### src/rtl/mrs_pkg.sv
package mrs_pkg;

  localparam int DLL_OFF_BIT = 0;
  localparam int DLL_RST_BIT = 8;

  typedef struct packed {
    logic bl;
    logic cl;
    logic no_rst;
    logic ign_rst;
    logic busy;
    logic mrd;
  } warn_t;

  function automatic logic bl_ok(input logic [2:0] code);
    return (code == 3'b001) || (code == 3'b010) || (code == 3'b011);
  endfunction

  function automatic logic [3:0] bl_val(input logic [2:0] code);
    logic [3:0] v;
    case (code)
      3'b010:  v = 4'd4;
      3'b011:  v = 4'd8;
      default: v = 4'd2;
    endcase
    return v;
  endfunction

  function automatic logic cl_ok(input logic [2:0] code);
    return (code == 3'b010) || (code == 3'b110);
  endfunction

  function automatic logic [2:0] cl_half(input logic [2:0] code);
    return (code == 3'b110) ? 3'd5 : 3'd4;
  endfunction

endpackage

### src/rtl/mrs_rst_sync.sv
module mrs_rst_sync #(
  parameter int STAGES = 2
) (
  input  logic clk,
  input  logic rst_n,
  output logic rst_sync_n
);
  logic [STAGES-1:0] sh_q;

  always_ff @(posedge clk or negedge rst_n) begin
    if (!rst_n) sh_q <= '0;
    else        sh_q <= {sh_q[STAGES-2:0], 1'b1};
  end

  assign rst_sync_n = sh_q[STAGES-1];
endmodule

### src/rtl/mrs_field_reg.sv
module mrs_field_reg
  import mrs_pkg::*;
(
  input  logic       clk,
  input  logic       rst_n,
  input  logic       load_i,
  input  logic [2:0] bl_code_i,
  input  logic [2:0] cl_code_i,
  output logic [3:0] burst_len_o,
  output logic [2:0] cas_half_o,
  output logic       bl_bad_o,
  output logic       cl_bad_o
);
  logic [3:0] bl_q, bl_n;
  logic [2:0] cl_q, cl_n;
  logic       blw_q, blw_n, clw_q, clw_n;

  always_comb begin
    bl_n  = bl_q;
    cl_n  = cl_q;
    blw_n = 1'b0;
    clw_n = 1'b0;
    if (load_i) begin
      if (bl_ok(bl_code_i)) bl_n = bl_val(bl_code_i);
      else                  blw_n = 1'b1;
      if (cl_ok(cl_code_i)) cl_n = cl_half(cl_code_i);
      else                  clw_n = 1'b1;
    end
  end

  always_ff @(posedge clk or negedge rst_n) begin
    if (!rst_n) begin
      bl_q  <= 4'd2;
      cl_q  <= 3'd4;
      blw_q <= 1'b0;
      clw_q <= 1'b0;
    end else begin
      bl_q  <= bl_n;
      cl_q  <= cl_n;
      blw_q <= blw_n;
      clw_q <= clw_n;
    end
  end

  assign burst_len_o = bl_q;
  assign cas_half_o  = cl_q;
  assign bl_bad_o    = blw_q;
  assign cl_bad_o    = clw_q;
endmodule

### src/rtl/mrs_dll_ctrl.sv
module mrs_dll_ctrl #(
  parameter int LOCK_CYCLES = 200
) (
  input  logic clk,
  input  logic rst_n,
  input  logic ext_take_i,
  input  logic off_bit_i,
  input  logic mode_take_i,
  input  logic rst_bit_i,
  output logic dll_en_o,
  output logic locked_o,
  output logic no_rst_o,
  output logic ign_rst_o
);
  localparam int CW = $clog2(LOCK_CYCLES + 1);
  localparam logic [CW-1:0] LOCK_LAST = CW'(LOCK_CYCLES);

  logic          en_q, en_n, lock_q, lock_n, act_q, act_n, seen_q, seen_n;
  logic          nr_q, nr_n, ig_q, ig_n;
  logic [CW-1:0] cnt_q, cnt_n;
  logic          restart, kill;

  always_comb begin
    en_n    = en_q;
    lock_n  = lock_q;
    act_n   = act_q;
    cnt_n   = cnt_q;
    seen_n  = seen_q;
    nr_n    = 1'b0;
    ig_n    = 1'b0;
    restart = 1'b0;
    kill    = 1'b0;
    if (ext_take_i) begin
      en_n   = ~off_bit_i;
      seen_n = 1'b0;
      kill   = off_bit_i;
    end else if (mode_take_i) begin
      if (en_q && rst_bit_i) begin
        restart = 1'b1;
        seen_n  = 1'b1;
      end else if (en_q && !seen_q && !rst_bit_i) begin
        nr_n = 1'b1;
      end else if (!en_q && rst_bit_i) begin
        ig_n = 1'b1;
      end
    end
    if (kill) begin
      lock_n = 1'b0;
      act_n  = 1'b0;
      cnt_n  = '0;
    end else if (restart) begin
      lock_n = 1'b0;
      act_n  = 1'b1;
      cnt_n  = '0;
    end else if (act_q) begin
      cnt_n = cnt_q + 1'b1;
      if (cnt_n == LOCK_LAST) begin
        lock_n = 1'b1;
        act_n  = 1'b0;
      end
    end
  end

  always_ff @(posedge clk or negedge rst_n) begin
    if (!rst_n) begin
      en_q   <= 1'b0;
      lock_q <= 1'b0;
      act_q  <= 1'b0;
      cnt_q  <= '0;
      seen_q <= 1'b0;
      nr_q   <= 1'b0;
      ig_q   <= 1'b0;
    end else begin
      en_q   <= en_n;
      lock_q <= lock_n;
      act_q  <= act_n;
      cnt_q  <= cnt_n;
      seen_q <= seen_n;
      nr_q   <= nr_n;
      ig_q   <= ig_n;
    end
  end

  assign dll_en_o  = en_q;
  assign locked_o  = lock_q;
  assign no_rst_o  = nr_q;
  assign ign_rst_o = ig_q;
endmodule

### src/rtl/mrs_seq_check.sv
module mrs_seq_check #(
  parameter int MRD_CYCLES = 2
) (
  input  logic clk,
  input  logic rst_n,
  input  logic mode_ld_i,
  input  logic ext_ld_i,
  input  logic idle_i,
  output logic busy_o,
  output logic mrd_o
);
  localparam int SW = $clog2(MRD_CYCLES + 1);
  localparam logic [SW-1:0] GAP_OK = SW'(MRD_CYCLES - 1);

  logic [SW-1:0] since_q, since_n;
  logic          busy_q, busy_n, mrd_q, mrd_n;
  logic          any_ld;

  assign any_ld = mode_ld_i | ext_ld_i;

  always_comb begin
    busy_n  = any_ld & ~idle_i;
    mrd_n   = (any_ld & (since_q < GAP_OK)) | (mode_ld_i & ext_ld_i);
    since_n = since_q;
    if (any_ld)                since_n = '0;
    else if (since_q < GAP_OK) since_n = since_q + 1'b1;
  end

  always_ff @(posedge clk or negedge rst_n) begin
    if (!rst_n) begin
      since_q <= GAP_OK;
      busy_q  <= 1'b0;
      mrd_q   <= 1'b0;
    end else begin
      since_q <= since_n;
      busy_q  <= busy_n;
      mrd_q   <= mrd_n;
    end
  end

  assign busy_o = busy_q;
  assign mrd_o  = mrd_q;
endmodule

### src/rtl/mrs_dll_tracker.sv
module mrs_dll_tracker
  import mrs_pkg::*;
#(
  parameter int ADDR_W      = 13,
  parameter int LOCK_CYCLES = 200,
  parameter int MRD_CYCLES  = 2
) (
  input  logic              clk,
  input  logic              rst_n,
  input  logic              mode_ld_i,
  input  logic              ext_ld_i,
  input  logic [ADDR_W-1:0] addr_i,
  input  logic              banks_idle_i,
  output logic [3:0]        burst_len_o,
  output logic [2:0]        cas_half_o,
  output logic              dll_en_o,
  output logic              dll_locked_o,
  output logic              warn_bl_o,
  output logic              warn_cl_o,
  output logic              warn_no_rst_o,
  output logic              warn_ign_rst_o,
  output logic              warn_busy_o,
  output logic              warn_mrd_o
);
  logic  rst_s_n;
  logic  ext_take;
  warn_t warn;

  mrs_rst_sync #(.STAGES(2)) u_rst (
    .clk(clk), .rst_n(rst_n), .rst_sync_n(rst_s_n)
  );

  assign ext_take = ext_ld_i & ~mode_ld_i & banks_idle_i;

  mrs_field_reg u_fld (
    .clk(clk), .rst_n(rst_s_n), .load_i(mode_ld_i),
    .bl_code_i(addr_i[2:0]), .cl_code_i(addr_i[6:4]),
    .burst_len_o(burst_len_o), .cas_half_o(cas_half_o),
    .bl_bad_o(warn.bl), .cl_bad_o(warn.cl)
  );

  mrs_dll_ctrl #(.LOCK_CYCLES(LOCK_CYCLES)) u_dll (
    .clk(clk), .rst_n(rst_s_n),
    .ext_take_i(ext_take), .off_bit_i(addr_i[DLL_OFF_BIT]),
    .mode_take_i(mode_ld_i), .rst_bit_i(addr_i[DLL_RST_BIT]),
    .dll_en_o(dll_en_o), .locked_o(dll_locked_o),
    .no_rst_o(warn.no_rst), .ign_rst_o(warn.ign_rst)
  );

  mrs_seq_check #(.MRD_CYCLES(MRD_CYCLES)) u_seq (
    .clk(clk), .rst_n(rst_s_n), .mode_ld_i(mode_ld_i), .ext_ld_i(ext_ld_i),
    .idle_i(banks_idle_i), .busy_o(warn.busy), .mrd_o(warn.mrd)
  );

  assign warn_bl_o      = warn.bl;
  assign warn_cl_o      = warn.cl;
  assign warn_no_rst_o  = warn.no_rst;
  assign warn_ign_rst_o = warn.ign_rst;
  assign warn_busy_o    = warn.busy;
  assign warn_mrd_o     = warn.mrd;
endmodule

### config.mk
export PLATFORM = sky130hd
export DESIGN_NAME = mrs_dll_tracker
export DESIGN_NICKNAME = d
export VERILOG_FILES = /design/src/rtl/mrs_pkg.sv /design/src/rtl/mrs_rst_sync.sv /design/src/rtl/mrs_field_reg.sv /design/src/rtl/mrs_dll_ctrl.sv /design/src/rtl/mrs_seq_check.sv /design/src/rtl/mrs_dll_tracker.sv
export SDC_FILE = /design/constraint.sdc
export NUM_CORES = 1
export LEC_CHECK = 0
export BUFFER_PORTS_ARGS = -buffer_cell sky130_fd_sc_hd__buf_2
export CAP_MARGIN = 20
export CELL_PAD_IN_SITES_DETAIL_PLACEMENT = 1
export CELL_PAD_IN_SITES_GLOBAL_PLACEMENT = 1
export CORE_ASPECT_RATIO = 1.75
export CORE_MARGIN = 5
export CORE_UTILIZATION = 33
export CTS_BUF_LIST = sky130_fd_sc_hd__clkbuf_16
export DETAILED_ROUTE_END_ITERATION = 7
export GPL_TIMING_DRIVEN = 0
export PLACE_DENSITY = 0.66
export SLEW_MARGIN = 25
export SYNTH_ARGS = -nofsm -noshare
export SYNTH_HDL_FRONTEND = slang
export SYNTH_SLANG_ARGS = --single-unit
export TNS_END_PERCENT = 1
### constraint.sdc
create_clock -name clk -period 0.9 [get_ports clk]
set_input_delay 0.18 -clock clk [delete_from_list [all_inputs] [get_ports clk]]
set_output_delay 0.18 -clock clk [all_outputs]
set_load 0.02 [all_outputs]
======== After elaboration in Yosys (flattened, before gate mapping) ========
Index checks and enable logic that the tools add are counted.
operators by class
  add/subtract/negate cells ............... 2
  multipliers ............................. 0
  divide/modulo/power cells ............... 0
  $lt $le $gt $ge ......................... 1
  eq/ne operators ......................... 6
  shift-type cells ........................ 0
  muxes and demuxes ....................... 35
  bitwise logic cells ..................... 10
  reduce and logical (&&, ||, !) cells .... 19
operators by type and width
  operator                                                     number
  two-way mux 1 bit                                            29
  two-way mux 8 bit                                            3
  == test 3 x 2 -> 1 bit (second input constant)               3
  adder 8 x 1 -> 8 bit (second input constant)                 1
  == test 8 bit (second input constant)                        1
  case mux 4 bit (2 select lines)                              1
  AND reduction 2 bit                                          4
  nonzero test 2 bit                                           3
  nonzero test 3 bit                                           2
  bitwise AND 1 bit                                            5
  logical AND 1 bit                                            4
  two-way mux 2 bit                                            2
  == test 3 x 1 -> 1 bit (second input constant)               1
  == test 3 bit (second input constant)                        1
  zero test 1 bit                                              3
  logical OR 1 bit                                             3
  NOT 1 bit                                                    3
  adder 2 x 1 -> 2 bit (second input constant)                 1
  less-than comparator 2 x 1 -> 1 bit (second input constant)  1
  OR 1 bit                                                     2
storage, ports and cells
  bits in registers ....................... 29
  latch bits .............................. 0
  RAM bits ................................ 0
  bits in read-only memories .............. 0
  input port bits ......................... 18
  output and inout port bits .............. 15
  logic and storage cells ................. 88
  memories kept ........................... 0

======== Depth between registers and ports, before layout ========
Gate-level depths: netlist of run 1.
  depth after elaboration ................. 7
  mapped depth ............................ 5
  gate-level depth less buffers ........... 5

======== Hierarchy ========
Synthesis of run 1 repeated with hierarchy kept, for this count alone.
second synthesis, totals
  cells, all modules ...................... 106
  area, all modules ....................... 1,194.9 um^2
by module, submodules not included
  module           times used  cells an instance  area an instance (um^2)  sequential area each (um^2)
  mrs_dll_ctrl     1           63                 680.7                    350.3
  mrs_field_reg    1           25                 272.8                    151.4
  mrs_seq_check    1           14                 178.9                    101.3
  mrs_rst_sync     1           3                  53.8                     50.0
  mrs_dll_tracker  1           1                  8.8                      0.0

======== Worst setup path after synthesis of run 1 ========
No wires, ideal clock.
  path type ............................... reg2reg
  start ................................... register u_dll.cnt_q[0]
  end ..................................... register u_dll.act_q
  library setup time ...................... 126 ps
  data arrival time ....................... 1,134 ps
  required time ........................... 774 ps
  setup slack ............................. -361 ps
  stages on the path, launching flop included .. 6
  buffers on the path ..................... 0
  period minus slack after synthesis ...... 1,261 ps
  cells stage by stage .................... dfrtp_1 -> ha_1 -> nor3_1 -> a31oi_1 -> nor4_1 -> nor2_1
between the ends
  longest elaborated chain between the ends .. 6
RTL lines
  item                      line                text
  start: declaration        mrs_dll_ctrl.sv:20  logic [CW-1:0] cnt_q, cnt_n;
  start signal: assignment  mrs_dll_ctrl.sv:77  cnt_q <= cnt_n;
  adder 8 x 1 -> 8 bit      mrs_dll_ctrl.sv:56  cnt_n = cnt_q + 1'b1;
  == test 8 bit             mrs_dll_ctrl.sv:57  if (cnt_n == LOCK_LAST) begin
  two-way mux 1 bit         mrs_dll_ctrl.sv:57
  two-way mux 1 bit         mrs_dll_ctrl.sv:55  end else if (act_q) begin
  two-way mux 1 bit         mrs_dll_ctrl.sv:51  end else if (restart) begin
  two-way mux 1 bit         mrs_dll_ctrl.sv:47  if (kill) begin
  named net u_dll.act_n     mrs_dll_ctrl.sv:18  logic en_q, en_n, lock_q, lock_n, act_q, act_n, seen_q, seen_n;
  end signal: assignment    mrs_dll_ctrl.sv:76  act_q <= act_n;
  end: declaration          mrs_dll_ctrl.sv:18
The timed path passes the listed nets, and every way through them passes these cells.
A chain may end at the register's enable or synchronous reset.

======== Worst setup path in the final report of run 1 ========
  start ................................... register u_dll.cnt_q[1]
  end ..................................... register u_dll.lock_q, in the netlist u_dll.locked_o
between the ends
  longest elaborated chain between the ends .. 4
RTL lines
  item                                  line                text
  adder 8 x 1 -> 8 bit                  mrs_dll_ctrl.sv:56
  == test 8 bit                         mrs_dll_ctrl.sv:57
  nonzero test 3 bit (no source line)   --
  AND reduction 2 bit (no source line)  --
  end signal: assignment                mrs_dll_ctrl.sv:75  lock_q <= lock_n;
  end: declaration                      mrs_dll_ctrl.sv:18
Every way passes these cells.

==> impl_metrics.ini, run 1 <==
[grt]
use_met3 = 0.01445
grt_pass1_wl_um = 4491
grt.busiest_layer = met2
gr-total-overflow = 0
grt_max_degree = 25
gr-usage-met2 = 0.2349
antenna_found_initial = 0
grt_use_total = 0.1134
grt_use_met1 = 0.1161
grt_pass1_vias = 1015

[timing]
setup_viol = 25
setup_ws_ns = -0.4388
skew_ns = 0.003857
period_needed_ns = 1.339
worst_pin_slew_ns = 0.5216
period_share = 1.488
report.final.slew_viol_count = 0
clock.fmax_ghz = 0.7469
rsz0062_at_grt = true
hold_viol = 0
max-slew-margin-rel = 0.6522

[worst_setup_path]
worstSetupStartpoint = u_dll.cnt_q[1]
cp_slowest_cell = dfrtp_1
timing.critical_path.to = u_dll.locked_o
critPathMaxStageDelay_ns = 0.41
r2r_setup_slack_ns = -0.44
cp-end-kind = flip-flop
crit_type = reg2reg
cp-start-kind = flip-flop
cp.buffers_inverters = 2
worst_path_most_repeated_cell = buf_4
regToRegStartpoint = u_dll.cnt_q[1]
crit_path_cell_trace = buf_4 -> buf_4 -> nand3_2 -> xor2_2 -> nor4_2 -> o21ba_1
crit_fanout = 3
cp.required_ns = 1.05
crit_cells = 6
r2r_end = u_dll.locked_o
reg2reg_depth = 6
cp_top_family = flip-flops
crit_arrival_ns = 1.49

[logic_synthesis]
yosysUniqueCellTypes = 32
syn_inst = 111
yosys.area_share.simple = 0.1836
synth_xor_area_frac = 0.07345
syn-cell-area_um2 = 1192
synth-async-reset-ratio = 1.000
ys_seq_elements = 26
synth_top_family_by_area = simple AND/OR/NAND/NOR gates
synth_edf_count = 0
ys_warn_count = 0
synth.avg_cell_area_um2 = 10.74
synth-seq-area-share = 0.5477
synth_compound_area_frac = 0.06401
yosys_most_used_dff = dfrtp_1
yosys.area_share.adder = 0.03987
synth.area.mux_share = 0.02623

[status]
status = finished, violations left
failed_checks = setup timing

[placed_design]
dpl.hpwl_um = 2086
io_buffers = 23
dp_slack_ns = -0.4577
place_congestion = 0.7211

[power_and_ir_drop]
power_leakage_uw = 0.0007479
vdd_drop_max_v = 0.001560
powerDensity_nw_per_um2 = 2249

[die]
core_um2 = 3556
die_y_um = 89.52
fp.dieW_um = 55.44
io_pins = 33
fp-row-count = 29
die-area_um2 = 4963
initial_core_util = 0.3353

[drt]
viasPerCell = 4.630
vias = 889
drtIter0Drc = 8
routed_wl_um = 2685
ant_nets = 0
avgRoutedWirePerCell_um = 13.98
dr.pass1.iters = 4
drc = 0

[final_layout]
fin_util = 0.4469
drive_gt1_frac = 0.4041
nNetsFinal = 168
fillers = 424
area_delta_synth_final_pct = 33.26
num_antenna_cells = 0

[min_path]
hold_start = banks_idle_i
hold_path_class = in2reg

[clock_tree]
clock_sinks = 26
cts-root-buf = clkbuf_16
cts.path.max_buffers = 2
cts_made_buffers = 3
htree_num_levels = 1
clock_latency_ns = 0.26
clkSlewWorstSetupHoldPaths_ns = 0.06
cts_tree = built

[job]
drv_cap = 0
==> routing by layer <==
layer	vias up	share of wire
met1	437	0.38
met5	-	0
met3	2	0.024
met2	22	0.59
met4	0	0.0086
li1	428	-
==> worst register-to-register path: cells and delay by family (launching register included) <==
family | cells | cell delay [ns]
buffers and inverters | 2 | 0.29
DFF | 1 | 0.41
AOI/OAI and AO/OA | 1 | 0.16
xor gates and xnor gates | 1 | 0.21
and+or+nand+nor | 2 | 0.15
==> state kept, by name (all words and copies together) (netlist names), 2 cells and up <==
name	flops
u_seq.since_q	2
u_dll.cnt_q	8
u_rst.sh_q	2
u_fld.burst_len_o	3
==> Yosys cell counts (all sizes together) (2+ instances only) <==
library cell  number  area [µm²]
xor2               5       43.79
nand4              3       18.77
buf                8       55.05
conb               2       7.510
ha                 3       37.54
nor3               4       20.02
dfstp              2       52.55
o21ai              2       10.01
nand4b             2       17.52
nor4               2       18.77
xnor2              5       43.79
inv                4       15.01
a21oi              4       20.02
nand3              3       20.02
and3               2       18.77
dfrtp             24       600.6
o21a               2       15.01
nand2              7       26.28
nor2              17       63.81
mux2i              2       20.02
==> report_power, final <==
group | switching [µW] | internal, µW
Sequential | 155 | 1340
Clock | 385 | 594
Combinational | 560 | 536
Total | 1100 | 2470
==> worst min-delay path by stage <==
stage / to / cells past startpoint
after CTS: u_seq.busy_o / 2
final: u_seq.busy_o / 2
after detailed placement: u_rst.sh_q[1] / 1
after floorplan: u_rst.sh_q[0] / 0
after global placement: u_rst.sh_q[1] / 1
after global routing: u_seq.busy_o / 2
==> cell families after synthesis <==
kind of cell               Yosys count
AOI/OAI and AO/OA                   12
other                                2
DFF                                 26
adders and majority gates            4
muxes                                3
xor gates and xnor gates            10
and+or+nand+nor                     42
buffers and inverters               12
==> cell usage in the layout, fill, tap and decap left out, types with 3 or more instances in the layout <==
cell type / instances
inv_1: 3
nand4_1: 3
dfrtp_1: 22
nor3_1: 3
clkbuf_16: 3
nor2_1: 17
buf_4: 9
xnor2_1: 4
a21oi_1: 4
conb_1: 4
buf_2: 23
xor2_1: 4
nand2_1: 5
buf_6: 4
==> metrics by stage <==
step / TNS (ns) / hold slack [ns] / total power, µW / std cells / instance area (µm²)
after CTS: -4.766 / 0.09885 / 3563 / 192 / 1570
after global routing: -5.685 / 0.1062 / 3770 / 192 / 1589
after global placement: -6.968 / -0.03423 / 2242 / 182 / 1378
after floorplan: -3.151 / -0.1156 / 2048 / 113 / 1205
after detailed placement: -8.886 / -0.02590 / 2288 / 182 / 1378
final: -4.605 / 0.1014 / 3573 / 192 / 1589
==> repair_timing <==
| item | in CTS | in global routing |
|---|---|---|
| resized for setup | 15 | 5 |
| endpoints found under the hold margin | 2 | 0 |
| buffers inserted | 5 | 0 |
| endpoints found under the setup margin | 49 | 26 |
| pin swaps | 11 | 3 |
| hold buffers | 1 | 0 |
==> layout make-up <==
type / count / area (µm²) / share of cell area
plain buffers: 8 / 58.81 / 0.03701
clock buffers: 3 / 75.07 / 0.04724
clock inverters: 1 / 3.754 / 0.002362
inverters: 4 / 15.01 / 0.009449
multi-input cells: 75 / 544.3 / 0.3425
flip-flops and latches: 26 / 655.6 / 0.4126
well taps: 46 / 57.56 / 0.03622
repair buffers: 29 / 178.9 / 0.1126
No activity file was read; power rests on OpenSTA's default activity.
==> inputs of run 2 (changes only) <==
--- a/config.mk
+++ b/config.mk
@@ -5,7 +5,6 @@
 export SDC_FILE = /design/constraint.sdc
 export NUM_CORES = 1
 export LEC_CHECK = 0
-export BUFFER_PORTS_ARGS = -buffer_cell sky130_fd_sc_hd__buf_2
 export CAP_MARGIN = 20
 export CELL_PAD_IN_SITES_DETAIL_PLACEMENT = 1
 export CELL_PAD_IN_SITES_GLOBAL_PLACEMENT = 1
@@ -14,8 +13,8 @@
 export CORE_UTILIZATION = 33
 export CTS_BUF_LIST = sky130_fd_sc_hd__clkbuf_16
 export DETAILED_ROUTE_END_ITERATION = 7
-export GPL_TIMING_DRIVEN = 0
-export PLACE_DENSITY = 0.66
+export DONT_BUFFER_PORTS = 1
+export PLACE_DENSITY = 0.55
 export SLEW_MARGIN = 25
 export SYNTH_ARGS = -nofsm -noshare
 export SYNTH_HDL_FRONTEND = slang
==> impl_metrics.ini, run 2 (synthesis results as in run 1) <==
[placed_design]
dpl.hpwl_um = 2121
io_buffers = 0
dp_slack_ns = -0.4311
place_area_um2 = 1365
place_congestion = 0.7582

[worst_setup_path]
worstSetupStartpoint = u_dll.cnt_q[1]
cp-start-kind = flip-flop
cp-end-kind = flip-flop
crit_fanout = 3
crit_type = reg2reg
cp.required_ns = 1.10
crit_arrival_ns = 1.51
regToRegStartpoint = u_dll.cnt_q[1]

[final_layout]
final_common_cell = dfrtp_1
fin_util = 0.4497
layout_common_cells = dfrtp_1, buf_4, nor2_1
nNetsFinal = 161
area_delta_synth_final_pct = 34.10
finish.instance_area_um2 = 1599
num_antenna_cells = 0
drive_gt1_frac = 0.3453
largest_reg_flops = 8
fillers = 417
max_flop_register = u_dll.cnt_q

[drt]
avgRoutedWirePerCell_um = 14.95
viasPerCell = 4.784
dr.pass1.iters = 3
drc = 0
routed_wl_um = 2766
ant_nets = 0
drtIter0Drc = 13
vias = 885

[timing]
setup_viol = 18
period_needed_ns = 1.311
hold_viol = 0
period_share = 1.457
report.final.slew_viol_count = 0
rsz0062_at_grt = true
fin_tns_setup_ns = -3.973
setup_ws_ns = -0.4111
skew_ns = 0.003895
clock.fmax_ghz = 0.7627

[grt]
grt_pass1_wl_um = 4940
antenna_found_initial = 0
grt_max_degree = 20
gr-total-overflow = 0
grt_pass1_vias = 1053
grt_use_total = 0.1278

[min_path]
hold_start = addr_i[5]
hold_path_class = in2reg

[clock_tree]
cts-root-buf = clkbuf_16
clock_sinks = 26
cts.path.max_buffers = 2
clkSlewWorstSetupHoldPaths_ns = 0.06
htree_num_levels = 1
cts_tree = built
clock_latency_ns = 0.26
cts_made_buffers = 3

[power_and_ir_drop]
power_leakage_uw = 0.0007230
vdd_drop_max_v = 0.001252
powerDensity_nw_per_um2 = 2205

[job]
drv_cap = 0

[die]
fp-row-count = 29
io_pins = 33
die-area_um2 = 4963
fp.dieW_um = 55.44
initial_core_util = 0.3353
die_y_um = 89.52
core_um2 = 3556

[status]
status = finished, violations left
failed_checks = setup timing
-- run 2: where the power goes --
part | switching [µW] | leakage, µW | internal [µW] | total [µW]
registers | 200 | 0.000320 | 1340 | 1540
clock network | 379 | 0.0000385 | 594 | 973
logic | 468 | 0.000365 | 541 | 1010
-- run 2: path summary, 6_finish.rpt --
check / end / slack [ns] / cells past startpoint
setup / recovery: u_dll.locked_o / -0.41 / 6
hold / removal: u_fld.cl_bad_o / 0.01 / 1
setup reg to reg: u_dll.locked_o / -0.41 / 6
hold reg to reg: u_seq.mrd_o / 0.16 / 1
max in group asynchronous: u_fld.burst_len_o[1] / 0.40 / 1
min in group asynchronous: u_rst.sh_q[0] / 0.15 / 1
-- run 2: routing by layer --
| metal | routed length, µm | global-route usage | vias up |
|---|---|---|---|
| li1 | - | - | 415 |
| met2 | 1599 | 0.2554 | 16 |
| met3 | 97 | 0.02746 | 7 |
| met4 | 69 | 0.05752 | 0 |
| met1 | 1000 | 0.1237 | 447 |
| met5 | 0 | 0 | - |
-- run 2: final cells by class --
type	count	area (µm²)	share of cell area
clock buffer	3	75.07	0.04695
clock inverter	1	3.754	0.002347
inverter	4	15.01	0.009390
multi-input combinational	75	524.3	0.3279
sequential	26	658.1	0.4116
tap	46	57.56	0.03599
timing repair buffer	30	265.3	0.1659
-- run 2: worst max-delay path, stage by stage (launching register included) --
cell and delay (ns):
dfrtp_1 0.39, buf_4 0.13, buf_4 0.10, nand3_2 0.08, xor2_2 0.18, nor4_2 0.22, o21ba_1 0.14
-- run 2: repair_timing --
item                       4_1_cts  5_1_grt
hold buffers                     6        1
pin swaps                        6        4
setup buffers                    0        2
setup endpoints to repair       19       23
hold endpoints to repair         7        1
resized for setup               12        8
-- run 2: stage by stage --
step,total power (µW),instances,hold slack [ns]
final,3525,185,0.01462
after global placement,2309,172,-0.1155
after detailed placement,2374,172,-0.1155
after global routing,3753,185,0.01242
after CTS,3477,182,0.0006585
after floorplan,2048,113,-0.1156
==> inputs of run 3 (changes only) <==
--- a/config.mk
+++ b/config.mk
@@ -5,6 +5,7 @@
 export SDC_FILE = /design/constraint.sdc
 export NUM_CORES = 1
 export LEC_CHECK = 0
+export ABC_AREA = 1
 export CAP_MARGIN = 20
 export CELL_PAD_IN_SITES_DETAIL_PLACEMENT = 1
 export CELL_PAD_IN_SITES_GLOBAL_PLACEMENT = 1
@@ -14,7 +15,8 @@
 export CTS_BUF_LIST = sky130_fd_sc_hd__clkbuf_16
 export DETAILED_ROUTE_END_ITERATION = 7
 export DONT_BUFFER_PORTS = 1
-export PLACE_DENSITY = 0.55
+export PLACE_DENSITY = 0.57
+export SKIP_CTS_REPAIR_TIMING = 1
 export SLEW_MARGIN = 25
 export SYNTH_ARGS = -nofsm -noshare
 export SYNTH_HDL_FRONTEND = slang
==> impl_metrics.ini, run 3 <==
[status]
status = finished, violations left
failed_checks = setup timing

[logic_synthesis]
ys_seq_elements = 26
synth-async-reset-ratio = 1.000
synth_common_cells = nand2_1, dfrtp_1, inv_1
yosys_most_used_dff = dfrtp_1
synth_edf_count = 0
synth-seq-area-share = 0.5133
synth.avg_cell_area_um2 = 8.656
syn-cell-area_um2 = 1272
ys_warn_count = 0
yosysUniqueCellTypes = 29
synth_top_area_cell = dfrtp_1
syn_inst = 147
synth_top_area_frac = 0.4720
synthMostInstantiatedCell = nand2_1
synth_area_leaders = dfrtp_1, nand2_1, inv_1, a21oi_1, dfstp_2

[grt]
grt_max_degree = 25
gr-total-overflow = 0
use_met3 = 0.02676
grt_use_total = 0.1243
grt_use_met1 = 0.1138
grt_pass1_vias = 1143
grt.busiest_layer = met2
antenna_found_initial = 0
grt_pass1_wl_um = 5147
gr-usage-met2 = 0.2500

[drt]
drc = 0
vias = 1046
viasPerCell = 4.670
routed_wl_um = 3183
dr.pass1.iters = 2
ant_nets = 0
drtIter0Drc = 19
avgRoutedWirePerCell_um = 14.21

[worst_setup_path]
cp_slowest_cell = dfrtp_1
crit_arrival_ns = 1.53
crit_fanout = 4
cp.required_ns = 1.09
crit_path_cell_trace = ha_4 -> nand3_2 -> nor2_1 -> nand2_1 -> nand2_2 -> nor2_2 -> nand3_1 -> a21oi_2
cp-start-kind = flip-flop
cp-end-kind = flip-flop
critPathMaxStageDelay_ns = 0.42
crit_type = reg2reg
r2r_setup_slack_ns = -0.44

[timing]
period_needed_ns = 1.338
skew_ns = 0.001798
period_share = 1.486
setup_ws_ns = -0.4377
holdWs_ns = 0.02695
setup_viol = 17
clock.fmax_ghz = 0.7475
rsz0062_at_grt = true
report.final.slew_viol_count = 0
hold_viol = 0

[die]
io_pins = 33
die_y_um = 92.15
core_um2 = 3791
fp.dieW_um = 56.94
initial_core_util = 0.3356
die-area_um2 = 5247
fp-row-count = 30

[final_layout]
fillers = 440
num_antenna_cells = 0
layout_common_cells = nand2_1, dfrtp_1, inv_1, buf_4, nor2_1
multi_input_area_um2 = 590.6
largest_reg_flops = 8
nNetsFinal = 199
regArea_um2 = 656.9
area_delta_synth_final_pct = 36.58
finish.instance_area_um2 = 1738
final_common_cell = nand2_1
max_flop_register = u_dll.cnt_q
drive_gt1_frac = 0.3864

[placed_design]
place_area_um2 = 1501
io_buffers = 0
dpl.hpwl_um = 2515
place_congestion = 0.7625

[power_and_ir_drop]
p_clk_frac = 0.221
seqPwrFrac = 0.391
vdd_drop_max_v = 0.001450
power_leakage_uw = 0.0008193
powerDensity_nw_per_um2 = 2510
p_int_uw = 2844
comb_power_share = 0.389
p_sw_frac = 0.3480
power_switching_uw = 1518

[clock_tree]
clock_latency_ns = 0.26
cts_made_buffers = 3
clkSlewWorstSetupHoldPaths_ns = 0.06
cts-root-buf = clkbuf_16
cts_tree = built
htree_num_levels = 1
cts.path.max_buffers = 2
clock_sinks = 26

[job]
drv_cap = 0

[min_path]
hold_path_class = in2reg
-- run 3: changes by cell type in the layout (fill, tap and decap cells not counted), sizes merged, moves of 3 or more --
cell         before  now
xnor2             5    1
dlygate4sd3       7    4
nor3              4    0
a21oi             4   12
nand3             3    8
xor2              5    0
nand2             7   33
o21ai             2    7
inv               4   24
-- run 3: through the flow --
step,setup WS (ns),total power (µW),utilization,TNS (ns),cells
after floorplan,-0.4169,2448,-,-2.459,149
after global placement,-0.4102,3047,0.3960,-3.005,216
after detailed placement,-0.4370,3109,0.3960,-3.525,216
after CTS,-0.4878,4100,0.4158,-4.263,219
after global routing,-0.5199,4657,0.4584,-4.466,224
final,-0.4377,4363,0.4584,-3.384,224
-- run 3: logic make-up (layout without fill, tap and decap cells) --
kind of cell	Yosys count	after routing	share of synthesized area
AO/OA/AOI/OAI	24	24	0.1091
flip-flops	26	26	0.5133
other	2	4	0.005902
XOR/XNOR	1	1	0.006884
AND/OR/NAND/NOR	61	61	0.2252
buffers and inverters	29	56	0.1013
adder cells (fa/ha/maj)	3	3	0.02950
multiplexers	1	1	0.008849
-- run 3: worst paths after layout --
kind / from / to / cells after the start
hold / removal: addr_i[8] / u_dll.ign_rst_o / 2
setup / recovery: u_dll.cnt_q[0] / u_dll.locked_o / 8
min in group asynchronous: rst_n / u_rst.sh_q[1] / 1
setup reg to reg: u_dll.cnt_q[0] / u_dll.locked_o / 8
hold reg to reg: u_rst.sh_q[1] / u_dll.cnt_q[6] / 1
max in group asynchronous: u_rst.sh_q[1] / u_fld.burst_len_o[1] / 1
-- run 3: layout make-up --
class,instances,share of cell area
Tap cell,48,0.03456
Inverter,24,0.05328
Sequential cell,26,0.3780
Clock buffer,3,0.04320
Multi-Input combinational cell,94,0.3398
Timing Repair Buffer,29,0.1512
-- run 3: worst max-delay path, delay by kind of cell (launching register included) --
family,cells,cell delay (ns)
fa+ha+maj,1,0.19
compound gates,1,0.11
flops,1,0.42
simple gates,6,0.55
-- run 3: per-layer routing --
layer | vias to the layer above | share of wire
li1 | 515 | -
met1 | 505 | 0.34
met2 | 20 | 0.61
met3 | 6 | 0.030
met4 | 0 | 0.019
met5 | - | 0
-- run 3: power groups by stage --
| stage | Clock (µW) | Sequential [µW] | Combinational (µW) |
|---|---|---|---|
| global route | 1040 | 1740 | 1870 |
| floorplan | 0 | 1720 | 723 |
| finish | 963 | 1700 | 1700 |
| CTS | 996 | 1670 | 1440 |
| global placement | 0 | 1670 | 1370 |
| detailed placement | 0 | 1690 | 1420 |
